## config.mk

```make
export PLATFORM = sky130hd
export DESIGN_NAME = chp_host_port
export DESIGN_NICKNAME = d
export VERILOG_FILES = /design/src/rtl/chp_pkg.sv /design/src/rtl/chp_strobe.sv /design/src/rtl/chp_busy.sv /design/src/rtl/chp_regs.sv /design/src/rtl/chp_host_port.sv
export SDC_FILE = /design/constraint.sdc
export NUM_CORES = 1
export LEC_CHECK = 0
export ABC_AREA = 1
export ABC_CLOCK_PERIOD_IN_PS = 2100
export BUFFER_PORTS_ARGS = -buffer_cell sky130_fd_sc_hd__buf_2
export CAP_MARGIN = 20
export CORE_UTILIZATION = 53
export CTS_CLUSTER_SIZE = 14
export DETAILED_ROUTE_END_ITERATION = 12
export PLACE_DENSITY_LB_ADDON = 0.12
export SETUP_SLACK_MARGIN = 0.5
export SLEW_MARGIN = 5
export SYNTH_ARGS = -nofsm -noshare
export SYNTH_HDL_FRONTEND = slang
export SYNTH_HIERARCHICAL = 1
export SYNTH_SLANG_ARGS = --single-unit
```

## constraint.sdc

```tcl
create_clock -name clk -period 2.1 [get_ports clk]
set_clock_uncertainty 0.2 [all_clocks]
set_input_delay 0.315 -clock clk [delete_from_list [all_inputs] [get_ports clk]]
set_output_delay 0.315 -clock clk [all_outputs]
set_load 0.1 [all_outputs]
```

## src/rtl/chp_pkg.sv

```systemverilog
package chp_pkg;

  localparam int unsigned CHP_DW = 8;
  localparam int unsigned CHP_AW = CHP_DW - 1;

  // {rs, rw} transfer kinds
  typedef enum logic [1:0] {
    XFER_INSTR_WR  = 2'b00,
    XFER_STATUS_RD = 2'b01,
    XFER_DATA_WR   = 2'b10,
    XFER_DATA_RD   = 2'b11
  } xfer_e;

  function automatic xfer_e xfer_kind(input logic rs, input logic rw);
    return xfer_e'({rs, rw});
  endfunction

endpackage

```

## src/rtl/chp_strobe.sv

```systemverilog
module chp_strobe
  import chp_pkg::*;
#(
  parameter int unsigned DW = CHP_DW
) (
  input  logic          clk,
  input  logic          rst_n,
  input  logic          en,
  input  logic          rs,
  input  logic          rw,
  input  logic [DW-1:0] din,
  output logic          fall,
  output xfer_e         kind,
  output logic [DW-1:0] data
);

  logic          en_q;
  logic          rs_q;
  logic          rw_q;
  logic [DW-1:0] d_q;

  // hold the bus as it was during the last high-enable cycle
  always_ff @(posedge clk or negedge rst_n) begin
    if (!rst_n) begin
      en_q <= 1'b0;
      rs_q <= 1'b0;
      rw_q <= 1'b0;
      d_q  <= '0;
    end else begin
      en_q <= en;
      if (en) begin
        rs_q <= rs;
        rw_q <= rw;
        d_q  <= din;
      end
    end
  end

  assign fall = en_q && !en;
  assign kind = xfer_kind(rs_q, rw_q);
  assign data = d_q;

endmodule

```

## src/rtl/chp_busy.sv

```systemverilog
module chp_busy #(
  parameter int unsigned BUSY_CYCLES = 12
) (
  input  logic clk,
  input  logic rst_n,
  input  logic start,
  output logic busy
);

  localparam int unsigned CNT_W = $clog2(BUSY_CYCLES + 1);

  logic [CNT_W-1:0] cnt;

  function automatic logic [CNT_W-1:0] cnt_next(input logic ld, input logic [CNT_W-1:0] c);
    if (ld)
      return CNT_W'(BUSY_CYCLES);
    else if (c != '0)
      return c - CNT_W'(1);
    else
      return c;
  endfunction

  always_ff @(posedge clk or negedge rst_n) begin
    if (!rst_n) cnt <= '0;
    else        cnt <= cnt_next(start, cnt);
  end

  assign busy = (cnt != '0);

  AST_BUSY_SET: assert property (@(posedge clk) disable iff (!rst_n)
    start |=> busy);
  AST_BUSY_IDLE: assert property (@(posedge clk) disable iff (!rst_n)
    (!busy && !start) |=> !busy);

endmodule

```

## src/rtl/chp_regs.sv

```systemverilog
module chp_regs
  import chp_pkg::*;
#(
  parameter int unsigned DW = CHP_DW,
  parameter int unsigned AW = DW - 1
) (
  input  logic          clk,
  input  logic          rst_n,
  input  logic          fall,
  input  xfer_e         kind,
  input  logic [DW-1:0] data,
  input  logic          busy,
  input  logic [DW-1:0] ram_rdata,
  output logic          accept,
  output logic [DW-1:0] ir,
  output logic [AW-1:0] addr,
  output logic [DW-1:0] dr,
  output logic          cmd_valid
);

  logic instr_wr_ev;
  logic reject_ev;
  logic data_rd_ev;
  logic set_addr_ev;
  logic pf_pend;

  function automatic logic [AW-1:0] addr_step(input logic [AW-1:0] a);
    return a + AW'(1);
  endfunction

  assign instr_wr_ev = fall && (kind == XFER_INSTR_WR);
  assign accept      = instr_wr_ev && !busy;
  assign reject_ev   = instr_wr_ev && busy;
  assign data_rd_ev  = fall && (kind == XFER_DATA_RD);
  assign set_addr_ev = accept && data[DW-1];

  always_ff @(posedge clk or negedge rst_n) begin
    if (!rst_n) begin
      ir        <= '0;
      cmd_valid <= 1'b0;
    end else begin
      cmd_valid <= accept;
      if (accept) ir <= data;
    end
  end

  always_ff @(posedge clk or negedge rst_n) begin
    if (!rst_n) begin
      addr    <= '0;
      pf_pend <= 1'b1;
      dr      <= '0;
    end else begin
      if (set_addr_ev)     addr <= data[AW-1:0];
      else if (data_rd_ev) addr <= addr_step(addr);
      pf_pend <= set_addr_ev || data_rd_ev;
      if (pf_pend) dr <= ram_rdata;
    end
  end

  AST_REJECT_HOLDS: assert property (@(posedge clk) disable iff (!rst_n)
    reject_ev |=> ($stable(ir) && $stable(addr) && !cmd_valid));
  AST_CMD_PULSE: assert property (@(posedge clk) disable iff (!rst_n)
    cmd_valid |=> !cmd_valid);
  AST_ADDR_STEP: assert property (@(posedge clk) disable iff (!rst_n)
    data_rd_ev |=> (addr == AW'($past(addr) + AW'(1))));
  AST_PREFETCH: assert property (@(posedge clk) disable iff (!rst_n)
    pf_pend |=> (dr == $past(ram_rdata)));

endmodule

```

## src/rtl/chp_host_port.sv

```systemverilog
module chp_host_port
  import chp_pkg::*;
#(
  parameter int unsigned DW          = CHP_DW,
  parameter int unsigned BUSY_CYCLES = 12,
  localparam int unsigned AW         = DW - 1
) (
  input  logic          clk,
  input  logic          rst_n,
  input  logic          hst_en,
  input  logic          hst_rs,
  input  logic          hst_rw,
  input  logic [DW-1:0] hst_din,
  output logic [DW-1:0] hst_dout,
  output logic          hst_doe,
  output logic [AW-1:0] ram_addr,
  input  logic [DW-1:0] ram_rdata,
  output logic          cmd_valid,
  output logic [DW-1:0] cmd_code
);

  logic          fall;
  xfer_e         kind;
  logic [DW-1:0] cap_data;
  logic          busy;
  logic          accept;
  logic [DW-1:0] ir;
  logic [AW-1:0] addr;
  logic [DW-1:0] dr;

  function automatic logic [DW-1:0] status_word(input logic b, input logic [AW-1:0] a);
    return {b, a};
  endfunction

  chp_strobe #(.DW(DW)) u_strobe (
    .clk  (clk),
    .rst_n(rst_n),
    .en   (hst_en),
    .rs   (hst_rs),
    .rw   (hst_rw),
    .din  (hst_din),
    .fall (fall),
    .kind (kind),
    .data (cap_data)
  );

  chp_busy #(.BUSY_CYCLES(BUSY_CYCLES)) u_busy (
    .clk  (clk),
    .rst_n(rst_n),
    .start(accept),
    .busy (busy)
  );

  chp_regs #(.DW(DW), .AW(AW)) u_regs (
    .clk      (clk),
    .rst_n    (rst_n),
    .fall     (fall),
    .kind     (kind),
    .data     (cap_data),
    .busy     (busy),
    .ram_rdata(ram_rdata),
    .accept   (accept),
    .ir       (ir),
    .addr     (addr),
    .dr       (dr),
    .cmd_valid(cmd_valid)
  );

  assign hst_doe  = hst_en && hst_rw;
  assign hst_dout = !hst_doe ? '0 : (hst_rs ? dr : status_word(busy, addr));
  assign ram_addr = addr;
  assign cmd_code = ir;

  AST_WR_NO_DRIVE: assert property (@(posedge clk) disable iff (!rst_n)
    !hst_rw |-> (hst_dout == '0));
  AST_DATA_WR_QUIET: assert property (@(posedge clk) disable iff (!rst_n)
    (fall && kind == XFER_DATA_WR) |=> ($stable(addr) && $stable(ir)));

endmodule

```

==> run_results.csv, run 1 <==
group,metric,value,unit
clocking,clock_latency,0.30,ns
timing,min_period_over_period,87.2,%
finish,finish.net_count,342,
synthesis,postSynthCellCount,242,
floorplanning,rows,22,
hold_path,hold_depth,3,
synthesis,synth_top_family_by_area,"simple AND/OR/NAND/NOR gates",
timing,fmaxAchievable,546,MHz
clocking,path_clk_slew,0.08,ns
drt,vias,1921,
timing,period_needed,1.83,ns
grt,track_usage,25.0,%
drt,drc_errors,0,
grt,grt_pass1_vias,1686,
setup_path,r2r_start,"u_busy/cnt[1]$_DFFE_PN0P_",
timing,tightestPinTransition,0.584,ns
clocking,cts_buffer_depth,2,
power,power_density,1350,mW/mm²
hold_path,hold-path-endpoint,"u_strobe/data[2]$_DFFE_PN0P_",
timing,finalSetupTns,0,ns
power,pwr-share-seq,29.7,%
setup_path,arrival,1.32,ns
finish,synthToLayoutAreaGrowth,53.4,%
drt,wire_per_inst,14.2,µm
power,p_sw,2.06,mW
synthesis,synth-async-reset-ratio,100,%
grt,antenna_found_initial,0,
grt,grt_max_degree,26,
power,p_comb_share,57.2,%
synthesis,synthTopCellsByArea,"dfrtp_1 48%, nand2_1 17%, inv_1 4.6%",
synthesis,synthAdderAreaFrac,1.86,%
synthesis,syn_avg_cell_area,8.35,µm²
timing,setup_viol,0,
finish,finalInstanceArea,0.00310,mm²
setup_path,r2r_end,"u_regs/addr[1]$_DFFE_PN0P_",
drt,wl_met2,2.60,mm
setup_path,critPathCaptureType,"output port",
setup_path,crit_chain,"inv_2 > ha_4 > nand2_8 > nor2_4 > nor2_4 > buf_12",
drt,detail-route-antenna-nets,0,
drt,wirelength,5.22,mm
synthesis,synthFlopType,"dfrtp_1",
synthesis,yosysTopAreaCellShare,48.3,%
synthesis,synthMuxAreaShare,4.46,%
placement,gp_congestion,0.788,
synthesis,yosysWarnings,6,
clocking,cts_buffers,5,
floorplanning,fp.dieW,63.7,µm
timing,hold_violations,0,
setup_path,crit_family,"flip-flops",
synthesis,seq_area_frac_synth,49.6,%
power,sw_frac_of_total,49.1,%
synthesis,synth_compound_area_share,2.79,%
synthesis,synth.distinct_cells,27,
setup_path,crit_buf_inv,2,
grt,grt_pass1_wl,7.66,mm
job,maxCapViolations,0,
synthesis,synth_area,0.00202,mm²
synthesis,synth_commonest_cells,"90 x nand2_1, 39 x dfrtp_1, 25 x inv_1",
timing,fin_ws,0.269,ns
drt,wl_met1,2.18,mm
synthesis,synth_most_common_cell,"nand2_1",
setup_path,slowest_stage,"dfrtp_1",
setup_path,crit_path_max_incr_delay,0.39,ns
power,internal_power,2.13,mW
setup_path,crit_path_frequent_cell,"nor2_4",
setup_path,reg2reg_slack,0.28,ns
finish,n_antenna_cell,0,
drt,drt_iter0_drc,170,
finish,drive_gt1_share,49.8,%
floorplanning,coreArea,0.00366,mm²
placement,preCtsSetupSlack,0.293,ns
synthesis,synth_top_cell_by_area,"dfrtp_1",
power,power,4.19,mW
timing,slew_headroom,61.1,%
timing,drv_slew,0,
clocking,cts_tree,"done",
grt,grt_overflow_total,0,
setup_path,startpoint_type,"register",
finish,final_cells,367,
setup_path,cp_data_required_time,1.58,ns
clocking,cts.htree.levels,2,
setup_path,cp_max_fo,5,
floorplanning,dieHeight,63.7,µm
synthesis,synth-xor-area-share,0.867,%
run_status,status,"finished clean",
placement,dp.cells,331,
power,ir_worst_vdd,1.05,mV
synthesis,syn_nets,266,
synthesis,synth_seq_cells,40,
power,p_clk_share,13.1,%
finish,fillCellCount,198,
placement,numPortBuffers,45,
floorplanning,dieArea,0.00406,mm²
hold_path,worstHoldStart,"hst_din[2]",
drt,vias_per_cell,5.23,
synthesis,synth_edf_count,0,
setup_path,r2r_cells,10,
drt,wl_met3,308,µm
drt,top_layer,"met4",
hold_path,min-delay-path-class,"input pin to register",
timing,rsz0062_at_grt,"yes",
clocking,cts_sinks,40,
drt,first_pass_iters,7,
floorplanning,initial_core_util,55.2,%
synthesis,synth_simple_gate_area_share,31.5,%
placement,place_hpwl,3.08,mm
power,leakage,1.57,nW
clocking,root_buffer,"clkbuf_8",
placement,placed_cell_area,0.00260,mm²
setup_path,critPathKind,"register to output port",
floorplanning,pin_count,46,
[flip-flops by register name (all words and copies together) (netlist names)]
signal	cells
u_busy/cnt	4
u_regs/addr	7
u_regs/cmd_valid	1
u_regs/dr	8
u_regs/ir	8
u_regs/pf_pend	1
u_strobe/data	8
u_strobe/en_q	1
u_strobe/rs_q	1
u_strobe/rw_q	1
[cells in the final DEF, fill, tap and decap left out, types with 5 or more instances in the layout]
cell type / count
nand3_1: 9
mux2_2: 8
buf_4: 36
nor2_1: 9
nand2_1: 73
buf_6: 5
inv_1: 21
dfrtp_4: 7
nor2_4: 16
clkbuf_8: 6
buf_12: 9
nand2_4: 11
dfrtp_1: 32
buf_2: 18
nand4_1: 6
nand2_2: 10
[worst max-delay path by stage]
stage	from	to	slack [ns]	depth (start not counted)
floorplan	u_busy/cnt[0]$_DFFE_PN0P_	hst_dout[7]	0.41	5
global placement	hst_rs	hst_dout[6]	0.35	5
detailed placement	hst_rs	hst_dout[6]	0.29	5
CTS	u_busy/cnt[0]$_DFFE_PN0P_	hst_dout[7]	0.26	6
global route	u_busy/cnt[1]$_DFFE_PN0P_	u_regs/addr[3]$_DFFE_PN0P_	0.21	10
finish	u_busy/cnt[1]$_DFFE_PN0P_	hst_dout[7]	0.27	6
[cells by family after synthesis]
logic type      after synthesis
xor+xnor                      2
mux                           8
buf+inv                      37
simple gates                144
compound gates                8
fa+ha+maj                     3
flops                        40
[metal layers]
metal	vias to the layer above	GRT usage [%]
met2	89	40.8
met3	18	3.75
li1	900	-
met4	0	14.8
met1	914	31.4
met5	-	0
[cell type report]
type                    count  area (µm²)  share of cell area (%)
clock inverters             2        15.0                   0.484
well taps                  48        60.1                    1.94
inverters                  30         135                    4.36
flip-flops and latches     40        1030                    33.2
clock buffers               6        82.6                    2.66
repair buffers             75         677                    21.8
multi-input cells         166        1100                    35.5
[worst min-delay path, delay by kind of cell]
| family | cells | cell delay (ns) |
|---|---|---|
| and+or+nand+nor | 2 | 0.09 |
| buffers and inverters | 1 | 0.07 |
[power groups by stage]
stage	clock [mW]	combinational, mW	sequential [mW]
after floorplan	0	0.786	1.97
after global placement	0	1.79	1.28
after detailed placement	0	1.82	1.29
after CTS	0.562	2.18	1.23
after global routing	0.599	2.54	1.27
final	0.550	2.40	1.25
[stage by stage]
| step | utilization (%) | hold slack [ns] |
|---|---|---|
| global route | 84.7 | 0.0105 |
| CTS | 78.9 | 0.000684 |
| finish | 84.7 | 0.0131 |
| detailed placement | 71.1 | 0.139 |
| global placement | 71.1 | 0.144 |
| floorplan | - | -0.181 |
[repair_timing]
item	in CTS	in global routing
pin swaps	8	8
gates cloned	0	2
endpoints found under the hold margin	23	0
setup endpoints to repair	40	31
hold buffers	1	0
buffers inserted	14	11
gates resized for setup	25	28
Note: power is estimated with default switching activity, not from simulation.
==> run 2, diff against run 1 <==
--- a/config.mk
+++ b/config.mk
@@ -6,7 +6,7 @@
 export NUM_CORES = 1
 export LEC_CHECK = 0
 export ABC_AREA = 1
-export ABC_CLOCK_PERIOD_IN_PS = 2100
+export ABC_CLOCK_PERIOD_IN_PS = 2000
 export BUFFER_PORTS_ARGS = -buffer_cell sky130_fd_sc_hd__buf_2
 export CAP_MARGIN = 20
 export CORE_UTILIZATION = 53
==> constraint.sdc (replaced) <==
create_clock -name clk -period 2 [get_ports clk]
set_clock_uncertainty 0.2 [all_clocks]
set_input_delay 0.3 -clock clk [delete_from_list [all_inputs] [get_ports clk]]
set_output_delay 0.3 -clock clk [all_outputs]
set_load 0.1 [all_outputs]
==> run_results.csv, run 2 (synthesized netlist as in run 1, its figures left out) <==
group,metric,value,unit
run_status,status,"complete, but fails checks",
run_status,violations,"negative hold slack",
drt,vias,2007,
placement,preCtsSetupSlack,0.291,ns
grt,track_usage,28.2,%
placement,gp_congestion,0.826,
timing,finalSetupTns,0,ns
power,p_sw,2.27,mW
power,internal_power,2.44,mW
grt,grt_pass1_vias,1759,
timing,rsz0062_at_grt,"yes",
drt,vias_per_cell,5.45,
finish,drive_gt1_share,53.4,%
clocking,cts_sinks,40,
setup_path,startpoint_type,"register",
setup_path,arrival,1.33,ns
clocking,cts.htree.levels,2,
timing,min_period_over_period,91.4,%
setup_path,cp_data_required_time,1.50,ns
drt,detail-route-antenna-nets,0,
drt,first_pass_iters,5,
grt,grt_overflow_total,0,
power,pwr-share-seq,29.0,%
grt,antenna_found_initial,0,
power,p_comb_share,56.5,%
floorplanning,fp.dieW,63.7,µm
setup_path,critPathKind,"register to output port",
drt,drt_iter0_drc,208,
timing,whs,-0.00227,ns
power,p_clk_share,14.5,%
timing,fmaxAchievable,547,MHz
drt,wirelength,6.01,mm
grt,grt_max_degree,41,
drt,wire_per_inst,16.3,µm
timing,fin_ws,0.171,ns
power,leakage,1.62,nW
finish,multi_input_area,0.00114,mm²
timing,period_needed,1.83,ns
finish,synthToLayoutAreaGrowth,61.4,%
floorplanning,dieArea,0.00406,mm²
clocking,path_clk_slew,0.09,ns
clocking,cts_buffer_depth,2,
timing,drv_slew,0,
clocking,root_buffer,"clkbuf_8",
floorplanning,initial_core_util,55.2,%
finish,final_common_cell,"nand2_1",
power,sw_frac_of_total,48.2,%
floorplanning,coreArea,0.00366,mm²
hold_path,min-delay-path-class,"input pin to register",
floorplanning,pin_count,46,
finish,finish.net_count,343,
setup_path,cp_max_fo,3,
clocking,cts_tree,"done",
job,maxCapViolations,0,
clocking,cts_buffers,5,
timing,slew_headroom,66.3,%
power,power,4.70,mW
floorplanning,dieHeight,63.7,µm
timing,tightestPinTransition,0.505,ns
finish,n_antenna_cell,0,
finish,final_cell_mix,"63 x nand2_1, 32 x buf_4, 31 x dfrtp_1, 22 x inv_1, 21 x nand2_2",
setup_path,critPathCaptureType,"output port",
placement,place_hpwl,2.94,mm
power,ir_worst_vdd,0.863,mV
drt,drc_errors,0,
timing,setup_viol,0,
timing,hold_violations,1,
finish,regArea,0.00103,mm²
clocking,clock_latency,0.30,ns
placement,numPortBuffers,45,
power,power_density,1440,mW/mm²
floorplanning,rows,22,
grt,grt_pass1_wl,8.56,mm
finish,fillCellCount,172,
## run 2: cell count changes in the layout (fill, tap and decap cells not counted), moves of 4 or more
cell and delta:
nand2_2 +11, nand2_1 -10, buf_12 +6, buf_4 -4, clkbuf_4 -4
## run 2: final cells by class
class / count / area share (%)
clock inverter: 3 / 1.42
multi-input combinational: 166 / 35.0
tap: 48 / 1.84
clock buffer: 5 / 2.11
inverter: 30 / 4.37
sequential: 40 / 31.6
timing repair buffer: 76 / 23.7
## run 2: power by group through the flow
stage / clock, mW / sequential (mW) / combinational [mW]
4_1_cts: 0.679 / 1.33 / 2.38
6_report: 0.683 / 1.36 / 2.66
5_1_grt: 0.722 / 1.39 / 2.76
3_5_place_dp: 0 / 1.36 / 1.90
2_1_floorplan: 0 / 2.07 / 0.827
3_3_place_gp: 0 / 1.35 / 1.88
## run 2: per-stage QoR
stage / utilization (%) / std cells / area, µm²
final: 89.1 / 368 / 3260
after global routing: 89.1 / 368 / 3260
after CTS: 84.4 / 360 / 3090
after detailed placement: 71.7 / 331 / 2620
after global placement: 71.7 / 331 / 2620
after floorplan: - / 242 / 2250
## run 2: routing by layer
| metal | part of all wire, % | vias to the layer above | track usage (%) |
|---|---|---|---|
| met3 | 6.9 | 36 | 4.11 |
| li1 | - | 896 | - |
| met1 | 39 | 953 | 37.7 |
| met4 | 4.9 | 0 | 13.9 |
| met5 | 0 | - | 0 |
| met2 | 49 | 122 | 44.9 |
## run 2: critical path: stages (launching register included)
cell and delay [ns]:
dfrtp_1 0.40, inv_2 0.08, ha_4 0.17, nand2_8 0.07, nor2_4 0.11, nor2_4 0.05, buf_12 0.15
## run 2: path summary, 6_finish.rpt
kind / start / endpoint / slack [ns] / cells after the start
worst min-delay path: hst_din[6] / u_strobe/data[6]$_DFFE_PN0P_ / -0.002 / 3
worst max register to register: u_busy/cnt[1]$_DFFE_PN0P_ / u_regs/addr[1]$_DFFE_PN0P_ / 0.18 / 10
worst min register to register: u_strobe/data[3]$_DFFE_PN0P_ / u_strobe/data[3]$_DFFE_PN0P_ / 0.28 / 2
worst max-delay path: u_busy/cnt[1]$_DFFE_PN0P_ / hst_dout[7] / 0.17 / 6
max in group asynchronous: rst_n / u_regs/addr[6]$_DFFE_PN0P_ / 0.82 / 3
min in group asynchronous: rst_n / u_regs/addr[0]$_DFFE_PN0P_ / 0.38 / 3
## run 2: repair_timing
item	4_1_cts	5_1_grt
pin swaps	5	21
hold endpoints to repair	41	1
hold buffers	3	1
endpoints found under the setup margin	43	36
resized for setup	48	33
setup buffers	16	7
cloned	2	0
